File: src/rtl/clkcfg_relock.sv
module clkcfg_relock #(
  parameter int DIV_W      = 6,
  parameter int SRC_W      = 3,
  parameter int XTAL_W     = 4,
  parameter int RELOCK_CYC = 4096,
  parameter int RTC_CODE   = 7,
  localparam int CFG_W     = 3 + DIV_W + SRC_W + XTAL_W
) (
  input  logic             clk,
  input  logic             rst_n,
  input  logic             cfg_we,
  input  logic [CFG_W-1:0] cfg_wdata,
  input  logic             pll_tick,
  output logic             sysclk_en,
  output logic             pll_ready,
  output logic             pll_pwrdn,
  output logic             sys_on_pll,
  output logic             ref_is_rtc,
  output logic             xlat_update
);
  localparam int DIV_LO  = 3;
  localparam int SRC_LO  = DIV_LO + DIV_W;
  localparam int XTAL_LO = SRC_LO + SRC_W;
  localparam int RLK_W   = $clog2(RELOCK_CYC + 1);
  localparam logic [RLK_W-1:0] RLK_LOAD = RLK_W'(RELOCK_CYC);

  logic [CFG_W-1:0] cfg_q;
  logic [RLK_W-1:0] rlk_cnt;
  logic [DIV_W-1:0] dcnt;
  logic             half;

  wire              run      = cfg_q[0];
  wire              path     = cfg_q[1];
  wire              div_en   = cfg_q[2];
  wire [DIV_W-1:0]  div_code = cfg_q[DIV_LO +: DIV_W];
  wire [SRC_W-1:0]  osc      = cfg_q[SRC_LO +: SRC_W];
  wire [XTAL_W-1:0] xtal     = cfg_q[XTAL_LO +: XTAL_W];

  wire xtal_chg = cfg_we && (cfg_wdata[XTAL_LO +: XTAL_W] != xtal);
  wire pll_chg  = cfg_we && ((cfg_wdata[0] != run) ||
                             (cfg_wdata[SRC_LO +: SRC_W] != osc) || xtal_chg);

  wire [DIV_W-1:0] div_req  = div_en ? div_code : '0;
  wire             src_tick = sys_on_pll ? (pll_tick & half) : 1'b1;

  assign pll_pwrdn  = ~run;
  assign pll_ready  = run && (rlk_cnt == '0);
  assign sys_on_pll = path && pll_ready;
  assign ref_is_rtc = (osc == SRC_W'(RTC_CODE));
  assign sysclk_en  = src_tick && (dcnt == '0);

  always_ff @(posedge clk or negedge rst_n) begin
    if (!rst_n) begin
      cfg_q       <= '0;
      xlat_update <= 1'b0;
      rlk_cnt     <= '0;
    end else begin
      xlat_update <= xtal_chg;
      if (cfg_we) cfg_q <= cfg_wdata;
      if (pll_chg)              rlk_cnt <= RLK_LOAD;
      else if (rlk_cnt != '0)   rlk_cnt <= rlk_cnt - 1'b1;
    end
  end

  always_ff @(posedge clk or negedge rst_n) begin
    if (!rst_n) begin
      half <= 1'b0;
      dcnt <= '0;
    end else begin
      half <= half ^ pll_tick;
      if (src_tick) dcnt <= (dcnt == '0) ? div_req : dcnt - 1'b1;
    end
  end
endmodule

File: config.mk
export PLATFORM = sky130hd
export DESIGN_NAME = clkcfg_relock
export DESIGN_NICKNAME = d
export VERILOG_FILES = /design/src/rtl/clkcfg_relock.sv
export SDC_FILE = /design/constraint.sdc
export NUM_CORES = 1
export LEC_CHECK = 0
export BUFFER_PORTS_ARGS = -buffer_cell sky130_fd_sc_hd__buf_4
export CORE_MARGIN = 5
export CORE_UTILIZATION = 57
export CTS_CLUSTER_DIAMETER = 80
export DETAILED_ROUTE_END_ITERATION = 6
export GPL_TIMING_DRIVEN = 1
export PLACE_DENSITY = 0.79
export SYNTH_ARGS = -nofsm -noshare
export SYNTH_HDL_FRONTEND = slang
export SYNTH_SLANG_ARGS = --single-unit
File: constraint.sdc
create_clock -name clk -period 2.21 [get_ports clk]
set_input_delay 0.221 -clock clk [delete_from_list [all_inputs] [get_ports clk]]
set_output_delay 0.221 -clock clk [all_outputs]
set_load 0.02 [all_outputs]
* Word level (Yosys, flattened, before mapping) *
Cells that the tools add are included.

storage, ports and cells
  bits in registers = 37
  logic and storage cells = 30

cells by class
  add/subtract/negate cells = 2
  equality and inequality tests = 4
  mux-type cells = 5
  bitwise operators = 3
  reduce and logical (&&, ||, !) cells = 11

operator list
  cell                   count
  $mux 13                2
  $logic_not 13->1       1
  $reduce_bool 13->1     1
  $sub 13x1->13 const B  1
  $mux 6                 2
  $logic_not 6->1        1
  $sub 6x1->6 const B    1
  $logic_and 1x1->1      5
  $ne 4x4->1             1
  $eq 3x3->1 const B     1
  $ne 3x3->1             1
  $logic_or 1x1->1       2
  $reduce_bool 2->1      1
  $and 1x1->1            1
  $mux 1                 1
  $ne 1x1->1             1
  $not 1->1              1
  $xor 1x1->1            1

* Depth between registers and ports, before layout *
  depth in word-level cells = 5
  depth in mapped cells = 7
  depth with buffers taken out = 6

* Worst setup path before layout *
OpenSTA, ideal clock, no wires.

  path type = reg-to-output
  start = register rlk_cnt[0]
  end = output sys_on_pll
  data arrival time = 2.180 ns
  data required time = 1.989 ns
  slack = -0.191 ns
  stages on the path, launching flop included = 6
  path buffers = 0
  cell sequence = dfrtp_1 > inv_1 > ha_1 > or4b_1 > nor4_1 > and2_1

on the way
  word-level cells in the longest chain between the ends = 3

ends and longest elaborated chain
  element                 line  text
  start, declared         28    logic [RLK_W-1:0] rlk_cnt;
  start signal, assigned  61    else if (rlk_cnt != '0) rlk_cnt <= rlk_cnt - 1'b1;
  $logic_not 13->1        47    assign pll_ready = run && (rlk_cnt == '0);
  $logic_and 1x1->1       47
  named net pll_ready     15    output logic pll_ready,
  $logic_and 1x1->1       48    assign sys_on_pll = path && pll_ready;
  end, declared           17    output logic sys_on_pll,

The timed path passes the listed nets, and every way through them passes these cells.

* Worst setup path in the final report *
  start = register rlk_cnt[7]
  end = output sys_on_pll

on the way
  word-level cells in the longest chain between the ends = 3

ends and longest elaborated chain
  element            line
  $logic_not 13->1   47
  $logic_and 1x1->1  47
  $logic_and 1x1->1  48

No other way between the ends.

==> qor.txt <==
Status -> complete, no violations
# IOs -> 26
Total Die Area -> 0.004646 sq mm
Final Routed Wirelength -> 4016 um
Final hold vios -> 0
Nature of the critical path endpoint -> primary output
Sequential element share of the synthesized area -> 48.02%
Starting density of the core -> 58.24%
Core Region -> 0.003311 sq mm
VDD IR max -> 0.0008099 V
IO Port Bufs -> 25
Global Route Usage Sum -> 19.62%
Primary FF master, synth -> dfrtp_1
Top-count cell post-synth -> dfrtp_1
Initial antenna violation count -> 0
CTS tree -> yes
Worst path bufs/invs -> 1
Startpoint class of the critical path -> flip-flop
CP arrival -> 1.97 ns
CTS Buf Count -> 5
Critical path cell sequence -> or4_4 > nor4_4 > and2_4 > buf_6
Worst setup margin -> 0.02118 ns
CP Max Fanout -> 5
Syn Inst Count -> 174
DR WL/cell -> 15.33 um
Netlist cell types -> 43
RSZ-0062 raised after global routing -> yes
Synth top area cells -> dfrtp_1 48%, mux2_2 11%, xnor2_1 5.5%
Nets -> 240
Area post-placement -> 0.002167 sq mm
Clock-pin slew on the worst setup and hold paths -> 0.11 ns
Post-DP HPWL -> 2708 um
DRT iter0 DRCs -> 29
Clk_lat worst skew -> 0.34 ns
# setup viols final -> 0
Mean Syn Cell Area -> 11.08 sq um
Die height -> 68.16 um
Top cell type by total area after synthesis -> dfrtp_1
Share of the synthesized area in the top cell type -> 48.02%
First-pass GRT wire length -> 6679 um
Fin util -> 73.32%
Post-synth top cells -> 37 x dfrtp_1, 18 x mux2_2, 12 x a21oi_1, 12 x xnor2_1, 9 x nand2_1
Vias/cell -> 5.691
Layout cells sized above 1 -> 39.35%
Global route overflow -> 0
Max-Cap Viols -> 0
Mapped Area -> 0.001928 sq mm
Final ANT Viol Nets -> 0
Cell Rows -> 21
EDFF count, synth -> 0
Min Tclk post-route -> 2.189 ns
Clk sink count -> 37
Fmax -> 456.9 MHz
Diodes inserted -> 0
Clock tree buffer depth -> 2
Pwr Total -> 0.002591 W
CP max-delay cell -> or4_4
H-Tree Depth -> 2
DP Worst Slack -> 0.04453 ns
Measured slew at the worst slew-check pin -> 0.7333 ns
Worst Setup Path Type -> flip-flop to primary output
Crit path from -> rlk_cnt[7]
Clock skew -> 0.01114 ns
Pwr dens -> 1067 mW/mm^2
Final Max Tran Viols -> 0
Top cell family by delay on the critical path -> simple AND/OR/NAND/NOR gates
Vias -> 1491
Lkg Pwr -> 1.038 nW
Root Buffer -> clkbuf_4
HP Class -> input port to flip-flop
Vias in the first global route -> 1538
Layout filler cell count -> 243
DRC viols -> 0
Worst Min Path Start -> cfg_wdata[5]
Design Area, Final -> 0.002427 sq mm
Async set or reset register ratio after synthesis -> 100.0%
Die X -> 68.16 um
Area Overhead vs Synth -> 25.89%
Initial DRT Pass Iterations -> 4
Placed instance count -> 241
Synthesis-stage register bit count -> 37
Rel. slew slack -> 50.66%
Finished Layout Cells -> 262
Mapped Nets -> 199
Worst endpoint required time -> 1.99 ns
Final worst-path cycle share -> 99.04%
Worst R2R Start -> rlk_cnt[1]
Max incr delay on CP -> 0.58 ns
GPL Wtd Cong -> 0.8447
Synthesis Warnings -> 0
Largest net degree at the start of global routing -> 38
-- cell families (layout without fill, tap and decap cells) --
| group | after synthesis | after routing | share of synthesized area [%] |
|---|---|---|---|
| buffers and inverters | 12 | 54 | 2.595 |
| adders and majority gates | 5 | 5 | 3.245 |
| DFF | 37 | 37 | 48.02 |
| muxes | 20 | 20 | 11.55 |
| AOI/OAI and AO/OA | 32 | 32 | 11.23 |
| xor gates and xnor gates | 12 | 12 | 5.451 |
| and+or+nand+nor | 56 | 56 | 17.91 |
-- worst paths after layout --
path | endpoint | slack, ns | depth (start not counted)
worst max-delay path | sys_on_pll | 0.02 | 4
min in group asynchronous | rlk_cnt[2] | 0.37 | 2
worst min-delay path | cfg_q[5] | 0.11 | 2
worst max register to register | rlk_cnt[9] | 0.06 | 6
worst min register to register | half | 0.48 | 1
max in group asynchronous | rlk_cnt[7] | 1.50 | 2
-- per-stage QoR --
step / hold slack [ns] / setup TNS (ns)
2_1_floorplan: -0.07459 / 0
3_3_place_gp: 0.2044 / 0
3_5_place_dp: 0.2081 / 0
4_1_cts: 0.08249 / -0.03529
5_1_grt: 0.06848 / -0.1781
6_report: 0.1056 / 0
-- final cells by class --
class	count	area, sq um	share of cell area, %
Clock buffer	7	55.05	2.268
Clock inverter	1	30.03	1.237
Inverter	6	22.52	0.9278
Multi-Input combinational cell	125	1013	41.75
Sequential cell	37	927.1	38.20
Tap cell	46	57.56	2.371
Timing Repair Buffer	40	321.6	13.25
-- state kept, by name, summed over array words and instances (netlist names) --
| register | cells |
|---|---|
| cfg_q | 16 |
| dcnt | 6 |
| half | 1 |
| rlk_cnt | 13 |
| xlat_update | 1 |
-- layout by cell type, fill, tap and decap left out, types with 2 or more instances in the layout --
cell / count
o31ai_1: 3
mux2_2: 18
clkbuf_4: 5
nor4_1: 2
and2_1: 2
or2_2: 3
o22a_1: 2
o41ai_1: 2
or4b_1: 2
nor3_1: 4
or4_1: 2
a21oi_1: 12
or3_1: 4
nor2_1: 7
mux2i_1: 2
xnor2_1: 12
nand2_1: 9
ha_1: 4
buf_6: 3
a22oi_1: 2
inv_2: 2
o21ai_0: 4
nand2b_1: 3
nand4_1: 2
buf_4: 35
or4_4: 3
inv_1: 4
or3b_2: 2
dfrtp_1: 36
-- power by group --
group	leakage [nW]	switching [W]	internal, W
combinational	0.545	0.000521	0.000551
clock	0.0455	0.000211	0.000270
sequential	0.447	0.000182	0.000855
total	1.04	0.000915	0.00168
-- layer usage --
layer | wire length, um | global-route usage (%) | vias up
met2 | 1960 | 31.53 | 43
met5 | 0 | 0 | -
met4 | 134 | 9.429 | 0
met1 | 1691 | 23.57 | 719
li1 | - | - | 718
met3 | 229 | 6.568 | 11
-- repair_timing --
action,CTS,global route
buffers inserted,7,5
endpoints found under the setup margin,3,4
pin swaps,5,4
resized for setup,10,8
hold buffers,1,0
hold endpoints to repair,37,0
Power figures use the tool's default switching activity.
